==> config.mk <==
export PLATFORM = sky130hd
export DESIGN_NAME = trim_mean_filter
export DESIGN_NICKNAME = d
export VERILOG_FILES = /design/src/rtl/trim_mean_filter.sv
export SDC_FILE = /design/constraint.sdc
export NUM_CORES = 1
export LEC_CHECK = 0
export BUFFER_PORTS_ARGS = -buffer_cell sky130_fd_sc_hd__buf_4
export CAP_MARGIN = 10
export CORE_MARGIN = 2
export CORE_UTILIZATION = 53
export CTS_BUF_LIST = sky130_fd_sc_hd__clkbuf_16
export CTS_CLUSTER_SIZE = 24
export DETAILED_ROUTE_END_ITERATION = 10
export PLACE_DENSITY = 0.7
export SETUP_SLACK_MARGIN = 0.3
export SLEW_MARGIN = 25
export SYNTH_ARGS = -nofsm -noshare
export SYNTH_HDL_FRONTEND = slang
export SYNTH_SLANG_ARGS = --single-unit
export TNS_END_PERCENT = 1
==> constraint.sdc <==
create_clock -name clk -period 8.11 [get_ports clk]
set_input_delay 0.4055 -clock clk [delete_from_list [all_inputs] [get_ports clk]]
set_output_delay 0.4055 -clock clk [all_outputs]
set_load 0.01 [all_outputs]
==> src/rtl/trim_mean_filter.sv <==
module trim_mean_filter #(
  parameter int NSENS = 4,
  parameter int SW    = 12,
  parameter int MW    = 3,
  localparam int IW   = (NSENS > 1) ? $clog2(NSENS) : 1,
  localparam int CW   = 5,
  localparam int AW   = SW + CW
) (
  input  logic                clk,
  input  logic                rst_n,
  input  logic [NSENS*MW-1:0] mode_cfg,
  input  logic                smp_vld,
  input  logic [IW-1:0]       smp_idx,
  input  logic [SW-1:0]       smp_val,
  output logic                res_vld,
  output logic [IW-1:0]       res_idx,
  output logic [SW-1:0]       res_val
);

  logic [CW-1:0] cnt_q [NSENS];
  logic [AW-1:0] sum_q [NSENS];
  logic [SW-1:0] lo_q  [NSENS];
  logic [SW-1:0] hi_q  [NSENS];

  logic [MW-1:0] mode_sel;
  logic [CW-1:0] need, cnt_n;
  logic [2:0]    shamt;
  logic          trim, first, last;
  logic [AW-1:0] sum_n, kept, avg;
  logic [SW-1:0] lo_n, hi_n;

  assign mode_sel = mode_cfg[smp_idx*MW +: MW];

  always_comb begin
    case (mode_sel)
      3'd1:    begin need = CW'(2);  shamt = 3'd1; trim = 1'b0; end
      3'd2:    begin need = CW'(4);  shamt = 3'd1; trim = 1'b1; end
      3'd3:    begin need = CW'(6);  shamt = 3'd2; trim = 1'b1; end
      3'd4:    begin need = CW'(10); shamt = 3'd3; trim = 1'b1; end
      3'd5:    begin need = CW'(18); shamt = 3'd4; trim = 1'b1; end
      default: begin need = CW'(1);  shamt = 3'd0; trim = 1'b0; end
    endcase
  end

  assign first = (cnt_q[smp_idx] == '0);
  assign cnt_n = cnt_q[smp_idx] + CW'(1);
  assign last  = (cnt_n >= need);
  assign sum_n = sum_q[smp_idx] + AW'(smp_val);
  assign lo_n  = (first || smp_val < lo_q[smp_idx]) ? smp_val : lo_q[smp_idx];
  assign hi_n  = (first || smp_val > hi_q[smp_idx]) ? smp_val : hi_q[smp_idx];
  assign kept  = trim ? (sum_n - AW'(lo_n) - AW'(hi_n)) : sum_n;
  assign avg   = kept >> shamt;

  always_ff @(posedge clk or negedge rst_n) begin
    if (!rst_n) begin
      res_vld <= 1'b0;
      res_idx <= '0;
      res_val <= '0;
      for (int i = 0; i < NSENS; i++) begin
        cnt_q[i] <= '0;
        sum_q[i] <= '0;
        lo_q[i]  <= '0;
        hi_q[i]  <= '0;
      end
    end else begin
      res_vld <= 1'b0;
      if (smp_vld) begin
        if (last) begin
          cnt_q[smp_idx] <= '0;
          sum_q[smp_idx] <= '0;
          res_vld <= 1'b1;
          res_idx <= smp_idx;
          res_val <= avg[SW-1:0];
        end else begin
          cnt_q[smp_idx] <= cnt_n;
          sum_q[smp_idx] <= sum_n;
          lo_q[smp_idx]  <= lo_n;
          hi_q[smp_idx]  <= hi_n;
        end
      end
    end
  end


  res_after_sample_chk: assert property (@(posedge clk) disable iff (!rst_n)
    res_vld |-> $past(smp_vld));


  res_idx_match_chk: assert property (@(posedge clk) disable iff (!rst_n)
    res_vld |-> res_idx == $past(smp_idx));


  pass_through_chk: assert property (@(posedge clk) disable iff (!rst_n)
    (smp_vld && (mode_sel == 3'd0 || mode_sel > 3'd5)) |=> (res_vld && res_val == $past(smp_val)));


  generate
    for (genvar g = 0; g < NSENS; g++) begin : g_cnt
      cnt_bound_chk: assert property (@(posedge clk) disable iff (!rst_n)
        cnt_q[g] < CW'(18));
    end
  endgenerate

endmodule

Yosys cells after proc, flatten, opt, wreduce, memory -nomap -nowiden
Cells that the tools add are included.
Operators by class
  add/subtract/negate cells: 4
  multipliers: 1
  magnitude comparators: 5
  equality and inequality tests: 5
  shifts and indexed selects: 2
  muxes and demuxes: 32
  bitwise gates (word level): 6
  reductions and logical operators: 8
Operator list (count)
  $bwmux 48: 2
  $mux 12: 7
  $and 68x68->68: 1
  $bwmux 68: 1
  $mux 17: 4
  $mux 68: 1
  $not 68->68: 1
  $bmux 12 s2: 2
  $bmux 17 s2: 1
  $demux 17 s2: 1
  $sub 17x12->17: 2
  $pmux 5 s5: 1
  $demux 12 s2: 1
  $and 20x20->20: 1
  $bwmux 20: 1
  $mux 20: 1
  $not 20->20: 1
  $add 17x12->17: 1
  $shr 17x3->12: 1
  $mux 5: 3
  $gt 12x12->1: 1
  $lt 12x12->1: 1
  $pmux 3 s4: 1
  $shiftx 12x5->3: 1
  19 further kinds: 25
Storage, ports and cells
  register bits after elaboration: 199
  input port bits: 29
  output and inout bits: 15
  word-level logic and storage cells: 82

Longest topological paths before layout
Gate-level depths: netlist of the first run.
  depth in word-level cells: 11
  gate-level depth with buffers: 29
  mapped depth without buffers: 24

Worst setup path before layout of the first run
Ideal clock, no wire load.
  path type: in2reg
  start: input smp_idx[1]
  end: register res_val[6]
  library setup time: 0.087 ns
  data arrival time: 6.559 ns
  data required time: 8.023 ns
  slack: 1.465 ns
  stages: 29
  path buffers: 5
  path through: buf_2 buf_2 buf_1 buf_1 mux4_2 inv_1 ha_1 nor2b_1 o21ai_0 nand2b_1 a21oi_1 nor3_1 a2111oi_0 o32a_1 buf_2 mux2i_1 inv_1 ha_1 inv_1 fa_1 a211oi_1 nor3_1 a2111oi_1 a21oi_1 xnor2_1 o221ai_1 nor2_1 a311o_1 o211ai_1
Between the ends
  elaborated cells on any way between the ends: 40
  classes of those cells: 4 x add/sub; 1 x mul; 3 x order compare; 5 x eq/ne; 2 x shift; 18 x mux; 1 x bitwise; 6 x reduce/logical
RTL lines
  from (decl): line 13  | input logic [IW-1:0] smp_idx,
  $not 2->3 (not written as such) *: line 45, 50
  $bmux 12 s2 / $bmux 5 s2 (equally long branches): line 50, 45
  $mux 12 (not written as such) / $mux 5 (equally long branches) (2 in a row): line 50, 45
  $gt 12x12->1 / $logic_not 5->1 (equally long branches): line 50, 45
  $logic_or 1x1->1: line 50  | assign hi_n = (first || smp_val > hi_q[smp_idx]) ? smp_val : hi_q[smp_idx];
  $mux 12 *: line 50
  named net hi_n[1]: line 30  | logic [SW-1:0] lo_n, hi_n;
  $sub 17x12->17 *: line 51  | assign kept = trim ? (sum_n - AW'(lo_n) - AW'(hi_n)) : sum_n;
  $mux 17 *: line 51
  $shr 17x3->12 *: line 52  | assign avg = kept >> shamt;
  to (signal assigned): line 73  | res_val <= avg[SW-1:0];
  to (decl): line 17  | output logic [SW-1:0] res_val
The timed path passes the listed nets; every way through them passes the cells marked *. The select of a mux whose other input is x is not followed.
A chain may end at the register's enable or synchronous reset.

Worst setup path after layout of the first run
  start: input smp_idx[0]
  end: register res_val[10]
Between the ends
  cells in the longest elaborated chain, start to end: 11
  elaborated cells on any way between the ends: 40
  classes of those cells: 4 x add/sub; 1 x mul; 3 x order compare; 5 x eq/ne; 2 x shift; 18 x mux; 1 x bitwise; 6 x reduce/logical
RTL lines
  $not 2->3 (not written as such)
  $bmux 12 s2 / $bmux 5 s2 (equally long branches): line 49, 45, 46
  $mux 12 (not written as such) / $mux 5 (equally long branches) (2 in a row): line 49, 45, 46
  $lt 12x12->1 / $logic_not 5->1 (equally long branches): line 49, 45
  $logic_or 1x1->1: line 49  | assign lo_n = (first || smp_val < lo_q[smp_idx]) ? smp_val : lo_q[smp_idx];
  $mux 12: line 49
  $sub 17x12->17 (2 in a row): line 51
  $mux 17: line 51
  $shr 17x3->12: line 52
Parallel ways exist; a longest one is shown, timed or not. The select of a mux whose other input is x is not followed.

==> summary.txt, run 1 <==
worst slew pin tran -> 0.934 ns
width of the die -> 151 um
vias in the first global route -> 8,466
Req. time, crit path -> 8.44 ns
WL final -> 27,900 um
floorplan die height -> 151 um
max-cap viol count -> 0
Clk Latency, worst-skew pair -> 0.44 ns
Routed Antenna Nets -> 0
register area share after synthesis -> 0.435
CTS tree -> yes
ys flop type -> dfrtp_1
Data arrival, critical path -> 7.02 ns
leading post-synthesis cells by cell area -> dfrtp_1 43%, mux4_2 9.6%, nand2_1 6.5%, ha_1 6.0%, o21ai_0 5.9%
RSZ-0062 raised after global routing -> false
Yosys reg bits -> 199
total grt overflow -> 0
Initial Util -> 0.543
worst r2r src -> hi_q[1]
Post-CTS Setup Bufs -> 0
TritonCTS Buffers -> 17
largest net degree at the start of global routing -> 78
n_diodes -> 0
Post-synth EDFFs -> 0
share of cells above drive strength 1 -> 0.135
# nets final -> 1,264
depth of the worst register-to-register path -> 23
Yosys warning total -> 0
DRC errors left -> 0
hpwl dp -> 19,600 um
Worst slew margin -> 0.377
utilization after layout -> 0.599
I/O pin count -> 44
kind of end point of the critical path -> flip-flop
H-tree Lvls -> 4
Placement Rows -> 53
FF-to-FF End -> res_val[10]
IO buf count -> 43
syn nets -> 1,250
final hold violations -> 0
CTS max path bufs -> 2
R2R Setup Slk -> 1.61 ns
post-route setup TNS -> 0 ns
worst min path class -> primary input to async pin
top-count cell post-synth -> dfrtp_1
status -> finished, final reports clean
Final Critical Period -> 6.69 ns
vias per inst -> 5.91
post-DR wirelength/cell -> 19.2 um
Avg Cell Area, Syn -> 9.93 um^2
initial antenna violation count -> 0
max frequency -> 149 MHz
Slew Limit Fails -> 0
number of distinct library cells after synthesis -> 69
global-route wire length before repair -> 45,800 um
RePlAce Congestion -> 0.900
Initial DRC Count -> 667
post-synthesis cell count -> 1,153
Die ar. -> 22,800 um^2
Vias -> 8,600
clk_skew -> 0.0134 ns
Core Area -> 21,100 um^2
DRT Pass-1 Iters -> 5
area of the mapped netlist -> 11,500 um^2
CP Max Fanout -> 27
clk root buf -> clkbuf_16
top-area cell type share of the netlist area -> 0.435
final worst-path cycle share -> 0.825
critical path launch point type -> primary input
Post-synth ARST share -> 1.00
total track usage -> 0.263
Layout fillers -> 1,799
final setup fails -> 0
CTS clk-pin slew, worst paths -> 0.08 ns
Area growth syn-to-layout -> 10.4%
kind of critical path -> primary input to flip-flop
Clock Sink Count -> 199
Yosys top cell by area -> dfrtp_1
top post-synthesis cells by count -> 199 x dfrtp_1, 197 x nand2_1, 136 x o21ai_0, 78 x nor2_1, 77 x a21oi_1
state kept, by name, summed over array words and instances, names as in the netlist:
signal	flops
res_val	12
lo_q	48
res_vld	1
res_idx	2
hi_q	48
cnt_q	20
sum_q	68
critical path, cell delays in order:
cell,delay [ns]
buf_4,0.46
mux4_2,0.60
inv_1,0.08
ha_1,0.23
nor2b_1,0.13
o21ai_0,0.15
nand2b_1,0.07
a21oi_1,0.21
nor3_1,0.06
a2111oi_0,0.40
o32a_1,0.63
buf_4,0.25
mux2i_1,0.42
fa_1,0.49
ha_1,0.38
o211ai_1,0.26
nor3_1,0.09
a2111oi_1,0.54
a21oi_1,0.16
xnor2_1,0.26
o221ai_1,0.19
nor2_1,0.16
a311oi_1,0.07
a221o_1,0.28
cells in the final DEF, fill, tap and decap left out, drive strengths merged, types with 6 or more instances in the layout:
master,count
fa,13
a31oi,6
dfrtp,199
nor2,80
a211oi,13
nand3,9
nor2b,6
o21a,7
inv,52
o21ai,162
mux2i,37
nor3,8
nand2b,8
a21o,15
xor2,6
mux4,49
xnor2,22
nand2,197
clkinv,6
ha,55
o211ai,6
clkbuf,18
buf,55
a21oi,78
nand4,7
repair_timing:
item,CTS,global route
hold endpoints to repair,52,0
gates resized for setup,0,0
hold buffers,1,0
stage by stage:
stage / area, um^2 / cells / setup slack, ns / hold slack [ns]
CTS: 12600 / 1455 / 1.45 / 0.460
global route: 12600 / 1455 / 0.967 / 0.490
global placement: 12000 / 1420 / 1.08 / 0.388
floorplan: 11500 / 1153 / 1.46 / 0.110
detailed placement: 12000 / 1422 / 0.967 / 0.392
finish: 12600 / 1455 / 1.42 / 0.470
routing by layer:
layer,global-route usage,vias up,part of all wire
li1,-,4143,-
met1,0.365,4220,0.46
met2,0.430,200,0.48
met3,0.0458,37,0.045
met4,0.0729,0,0.018
met5,0,-,0
layout make-up:
class / count / area [um^2] / share of cell area
inverter: 43 / 161 / 0.0128
tap: 275 / 344 / 0.0272
multi-input combinational: 849 / 6060 / 0.480
clock buffer: 17 / 425 / 0.0337
timing repair buffer: 57 / 480 / 0.0380
clock inverter: 15 / 186 / 0.0147
sequential: 199 / 4980 / 0.394
worst max-delay path by stage:
stage / startpoint / end
floorplan: smp_idx[1] / res_val[6]
global placement: smp_idx[0] / res_val[10]
detailed placement: smp_idx[0] / res_val[10]
CTS: smp_idx[0] / res_val[10]
global route: smp_idx[0] / res_val[10]
finish: smp_idx[0] / res_val[10]
kinds of logic (layout without fill, tap and decap cells):
kind of cell,Yosys count,in the layout,synth area share
muxes,89,89,0.132
buffers and inverters,105,132,0.0370
DFF,199,199,0.435
adders and majority gates,68,68,0.0828
and+or+nand+nor,337,337,0.124
xor gates and xnor gates,28,28,0.0221
AOI/OAI and AO/OA,327,327,0.168
Power of run 1 is not shown: default switching activity piles up to over one toggle a cycle in this logic, so the estimate is an artifact.
==> inputs of run 2 (changes only) <==
==> constraint.sdc (replaced) <==
create_clock -name clk -period 6.3 [get_ports clk]
set_input_delay 0.315 -clock clk [delete_from_list [all_inputs] [get_ports clk]]
set_output_delay 0.315 -clock clk [all_outputs]
set_load 0.01 [all_outputs]
==> run 2 against run 1 <==
Net effect: sequential share of layout area down 1.4 points; utilization increased by 2.3 points; non-clock buffer count rose by 51; clock skew is 0.012 ns higher; critical path type is now flip-flop to flip-flop.
==> summary.txt, run 2 (synthesized netlist as in run 1, its figures left out) <==
max-cap viol count -> 0 (unchanged)
hpwl dp -> 20,300 um (+3.6%)
critical path's slowest cell -> mux4_2
worst slack at placement -> -0.189 ns (-1.16 ns)
status -> finished, final reports clean
setup ws final -> 0.543 ns (-0.874 ns)
Worst slew margin -> 0.363 (-0.0139)
IO buf count -> 43 (unchanged)
Slew Limit Fails -> 0 (unchanged)
kind of critical path -> flip-flop to flip-flop
Initial DRC Count -> 768 (+15%)
n_diodes -> 0 (unchanged)
Placement Rows -> 53 (unchanged)
Layout fillers -> 1,709 (-5.0%)
crit path buf inv count -> 5 (+2)
DRT Pass-1 Iters -> 6 (+1)
vias per inst -> 5.91 (about the same)
hold_ws -> 0.316 ns (-0.154 ns)
Largest register FFs -> 68 (unchanged)
critical path launch point type -> flip-flop
final hold violations -> 0 (unchanged)
Top Registers -> sum_q x68, hi_q x48, lo_q x48
Core Area -> 21,100 um^2 (unchanged)
Initial Util -> 0.543 (unchanged)
WL final -> 28,800 um (+3.0%)
total grt overflow -> 0 (unchanged)
# nets final -> 1,315 (+4.0%)
width of the die -> 151 um (unchanged)
Biggest register -> sum_q
CTS max path bufs -> 2 (unchanged)
Die ar. -> 22,800 um^2 (unchanged)
min-delay src -> smp_val[5]
worst min path class -> primary input to flip-flop
CTS tree -> yes
I/O pin count -> 44 (unchanged)
clk_skew -> 0.0253 ns (+0.0119 ns)
Final Critical Period -> 5.76 ns
initial antenna violation count -> 0 (unchanged)
Vias -> 8,905 (+3.5%)
RSZ-0062 raised after global routing -> true
H-tree Lvls -> 4 (unchanged)
family with the most delay on the worst path -> compound AO/OA/AOI/OAI gates
Req. time, crit path -> 6.68 ns (-1.76 ns)
post-route setup TNS -> 0 ns (unchanged)
floorplan die height -> 151 um (unchanged)
Data arrival, critical path -> 6.13 ns (-0.89 ns)
final worst-path cycle share -> 0.914
clk root buf -> clkbuf_16
RePlAce Congestion -> 0.935 (+3.9%)
total track usage -> 0.266 (+0.00290)
commonest non-fill, non-tap cells in the layout -> 199 x dfrtp_1, 197 x nand2_1, 135 x o21ai_0
Setup crit start -> hi_q[37]
max frequency -> 174 MHz
Area growth syn-to-layout -> 14.6%
share of cells above drive strength 1 -> 0.183 (+0.0480)
Clk Latency, worst-skew pair -> 0.45 ns (about the same)
Clock Sink Count -> 199 (unchanged)
post-DR wirelength/cell -> 19.1 um (-0.53%)
final setup fails -> 0 (unchanged)
kind of end point of the critical path -> flip-flop
CTS clk-pin slew, worst paths -> 0.09 ns (about the same)
commonest non-fill, non-tap cell in the layout -> dfrtp_1
vias in the first global route -> 8,610 (+1.7%)
Routed Antenna Nets -> 0 (unchanged)
DRC errors left -> 0 (unchanged)
worst r2r src -> hi_q[37]
CP Max Fanout -> 5 (-81%)
worst slew pin tran -> 0.955 ns (+0.0208 ns)
global-route wire length before repair -> 46,000 um (+0.39%)
CP max stage delay -> 0.50 ns (-0.13 ns)
TritonCTS Buffers -> 17 (unchanged)
largest net degree at the start of global routing -> 125 (+60%)
run 2: final cells by class:
type	count	area, um^2	area share
Multi-Input combinational cell	849	6160	0.469
Sequential cell	199	4980	0.380
Timing Repair Buffer	108	870	0.0663
Clock buffer	17	425	0.0324
Tap cell	275	344	0.0262
Clock inverter	15	180	0.0137
Inverter	43	161	0.0123
run 2: metrics by stage:
step / std cells / utilization / instance area (um^2)
after floorplan: 1153 / - / 11500
after global placement: 1463 / 0.584 / 12300
after detailed placement: 1463 / 0.584 / 12300
after CTS: 1498 / 0.614 / 12900
after global routing: 1506 / 0.622 / 13100
final: 1506 / 0.622 / 13100
run 2: worst reg2reg max path, stage by stage, from the launching register on:
cell,delay [ns]
dfrtp_1,0.40
mux4_2,0.51
inv_1,0.09
ha_1,0.24
nor2b_1,0.13
o21ai_0,0.15
nand2b_1,0.08
a21oi_1,0.24
nor3_1,0.08
a2111oi_0,0.29
o32a_2,0.27
buf_12,0.12
buf_4,0.12
mux2i_4,0.28
inv_1,0.08
ha_1,0.28
inv_1,0.07
ha_1,0.31
a211oi_1,0.38
o21ai_0,0.21
o21a_1,0.20
o311ai_1,0.39
and2_0,0.19
a221o_1,0.16
nor2_1,0.05
a211oi_1,0.23
o22a_1,0.16
run 2: repair_timing:
| item | CTS | global route |
|---|---|---|
| buffers inserted | 3 | 6 |
| hold endpoints to repair | 0 | 38 |
| pin swaps | 1 | 7 |
| hold buffers | 0 | 1 |
| cloned | 0 | 0 |
| endpoints found under the setup margin | 11 | 10 |
| gates resized for setup | 1 | 15 |
run 2: routing by layer:
metal | routed length [um] | track usage | vias to the layer above
li1 | - | - | 4239
met5 | 43 | 0.0159 | -
met1 | 12700 | 0.367 | 4383
met4 | 952 | 0.108 | 2
met3 | 1680 | 0.0554 | 57
met2 | 13400 | 0.411 | 224
run 2: worst paths after layout:
kind	end	slack [ns]	depth (start not counted)
setup / recovery	res_val[8]	0.54	26
min in group asynchronous	lo_q[26]	0.33	2
hold reg to reg	lo_q[38]	0.48	2
setup reg to reg	res_val[8]	0.54	26
hold / removal	hi_q[29]	0.32	3
max in group asynchronous	hi_q[19]	4.60	4
Power of run 2 is left out for the same reason.
==> inputs of run 3 (changes only) <==
--- a/config.mk
+++ b/config.mk
@@ -5,6 +5,7 @@
 export SDC_FILE = /design/constraint.sdc
 export NUM_CORES = 1
 export LEC_CHECK = 0
+export ABC_AREA = 1
 export BUFFER_PORTS_ARGS = -buffer_cell sky130_fd_sc_hd__buf_4
 export CAP_MARGIN = 10
 export CORE_MARGIN = 2
==> run 3 against run 2 <==
Net effect: die area is 4.4% higher; via count is 20% higher; critical path depth is 1 higher; sequential share of layout area is 0.66 points lower; critical path type is now primary input to flip-flop; critical endpoint is now res_val[11].
==> summary.txt, run 3 <==
CTS max path bufs -> 2 (unchanged)
worst slew pin tran -> 0.966 ns (+0.0109 ns)
DRT Pass-1 Iters -> 6 (unchanged)
total track usage -> 0.296 (+0.0307)
H-tree Lvls -> 4 (unchanged)
top-count cell post-synth -> nand2_1
total grt overflow -> 0 (unchanged)
Placed Area -> 12,500 um^2 (+1.4%)
Post-CTS Setup Bufs -> 0 (-3)
Initial Util -> 0.545 (+0.00182)
Yosys top cell by area -> dfrtp_1
Top Registers -> sum_q x64, hi_q x48, lo_q x48
kind of end point of the critical path -> flip-flop
global-route wire length before repair -> 55,300 um (+20%)
ys flop type -> dfrtp_1
post-synthesis cell count -> 1,499 (+30%)
post-route setup TNS -> 0 ns (unchanged)
floorplan die height -> 154 um (+2.2%)
CP Max Fanout -> 31 (+26)
Area growth syn-to-layout -> 9.34%
number of distinct library cells after synthesis -> 55 (-20%)
top-area cell type share of the netlist area -> 0.408 (-0.0270)
Req. time, crit path -> 6.65 ns (-0.03 ns)
n_diodes -> 0 (unchanged)
Yosys reg bits -> 195 (-2.0%)
post-DR wirelength/cell -> 18.9 um (-0.80%)
largest net degree at the start of global routing -> 83 (-34%)
Yosys warning total -> 0 (unchanged)
hpwl dp -> 23,700 um (+17%)
Clk Latency, worst-skew pair -> 0.45 ns (about the same)
status -> finished, final reports clean
hold_ws -> 0.272 ns (-0.0440 ns)
Slew Limit Fails -> 0 (unchanged)
clk root buf -> clkbuf_16
clk_skew -> 0.0178 ns (-0.00754 ns)
final worst-path cycle share -> 0.847 (-0.0665)
critical path launch point type -> primary input
Worst slew margin -> 0.355 (-0.00799)
Data arrival, critical path -> 5.69 ns (-0.44 ns)
vias in the first global route -> 10,017 (+16%)
Initial DRC Count -> 1,008 (+31%)
Cell Pwr Density -> 638 nW/um^2
Largest register FFs -> 64 (-5.9%)
Core Area -> 22,000 um^2 (+4.1%)
worst r2r src -> hi_q[39]
Vias -> 10,654 (+20%)
area of the mapped netlist -> 12,000 um^2 (+4.5%)
CTS tree -> yes
Clock Sink Count -> 195 (-2.0%)
kind of critical path -> primary input to flip-flop
vias per inst -> 5.89 (-0.34%)
initial antenna violation count -> 0 (unchanged)
register area share after synthesis -> 0.408 (-0.0270)
TritonCTS Buffers -> 17 (unchanged)
syn nets -> 1,596 (+28%)
critical path's slowest cell -> a221oi_1
CTS clk-pin slew, worst paths -> 0.08 ns (about the same)
commonest non-fill, non-tap cells in the layout -> 497 x nand2_1, 195 x dfrtp_1, 150 x nand3_1
RePlAce Congestion -> 0.947 (+1.3%)
Avg Cell Area, Syn -> 7.98 um^2 (-20%)
Layout fillers -> 1,961 (+15%)
Final Critical Period -> 5.34 ns (-0.419 ns)
commonest non-fill, non-tap cell in the layout -> nand2_1
WL final -> 34,200 um (+19%)
DRC errors left -> 0 (unchanged)
Die ar. -> 23,800 um^2 (+4.4%)
width of the die -> 154 um (+2.2%)
post-cts resize count -> 0 (-1)
CP max stage delay -> 0.69 ns (+0.19 ns)
worst min path class -> primary input to flip-flop
IO buf count -> 43 (unchanged)
Setup crit start -> smp_idx[1]
design area -> 13,100 um^2 (-0.28%)
final hold violations -> 0 (unchanged)
Leak -> 6.59 nW
Post-synth ARST share -> 1.00 (unchanged)
leading post-synthesis cells by cell area -> dfrtp_1 41%, nand2_1 16%, nand3_1 6.3%, ha_1 5.8%, inv_1 3.2%
top post-synthesis cells by count -> 497 x nand2_1, 195 x dfrtp_1, 150 x nand3_1, 102 x inv_1, 73 x o21ai_0
I/O pin count -> 44 (unchanged)
max frequency -> 187 MHz (+7.9%)
min-delay src -> smp_val[4]
# nets final -> 1,613 (+23%)
Routed Antenna Nets -> 0 (unchanged)
peak supply drop -> 0.000515 V
share of cells above drive strength 1 -> 0.109 (-0.0735)
Biggest register -> sum_q
max-cap viol count -> 0 (unchanged)
Placement Rows -> 54 (+1.9%)
Post-synth EDFFs -> 0 (unchanged)
RSZ-0062 raised after global routing -> false
final setup fails -> 0 (unchanged)
[run 3: final cells by class]
class,instances,area [um^2],share of cell area
multi-input cells,1127,6300,0.482
flip-flops and latches,195,4880,0.373
repair buffers,64,539,0.0412
inverters,111,429,0.0328
clock buffers,17,425,0.0325
well taps,280,350,0.0268
clock inverters,14,158,0.0121
[run 3: power breakdown]
part           internal, mW  switching (mW)  total (mW)
Clock                 0.532           0.562        1.09
Sequential             1.77           0.272        2.05
Combinational          1.83            3.37        5.21
Total                  4.14            4.21        8.35
[run 3: layer usage]
metal  up-vias  wire (um)  GRT usage
met5         -          0          0
met4         0        928     0.0974
met3        65       2470     0.0403
li1       5057          -          -
met2       428      15200      0.451
met1      5104      15700      0.441
[run 3: critical path: cells and delay by family]
family / cells / cell delay (ns)
simple gates: 14 / 1.96
fa+ha+maj: 3 / 1.22
buf+inv: 2 / 0.52
compound gates: 8 / 1.63
[run 3: logic make-up (layout without fill, tap and decap cells)]
kind of cell             after synthesis  after routing  synth area share
buffers and inverters                177            206            0.0656
AO/OA/AOI/OAI                        278            278             0.156
multiplexers                           7              7           0.00586
XOR/XNOR                              15             15            0.0110
AND/OR/NAND/NOR                      759            759             0.274
flip-flops                           195            195             0.408
adder cells (fa/ha/maj)               68             68            0.0793
[run 3: stage by stage]
step | util | setup WS [ns] | cells | power [mW]
finish | 0.596 | 0.962 | 1808 | 8.35
global route | 0.596 | 0.503 | 1808 | 9.10
CTS | 0.596 | 1.05 | 1808 | 8.27
detailed placement | 0.569 | 0.642 | 1776 | 7.11
global placement | 0.569 | 0.766 | 1776 | 7.02
floorplan | - | 1.47 | 1499 | 5.83
[run 3: final timing paths]
kind / slack [ns] / end / cells past startpoint
worst max-delay path: 0.96 / res_val[11] / 27
worst min-delay path: 0.27 / hi_q[4] / 3
worst max register to register: 1.14 / res_val[11] / 25
worst min register to register: 0.49 / lo_q[47] / 2
max in group asynchronous: 4.45 / sum_q[7] / 3
min in group asynchronous: 0.46 / lo_q[13] / 2
[run 3: repair_timing]
item                                   CTS  global route
setup endpoints to repair                0             0
endpoints found under the hold margin   80             0
hold buffers                             1             0
Power figures use the tool's default switching activity.
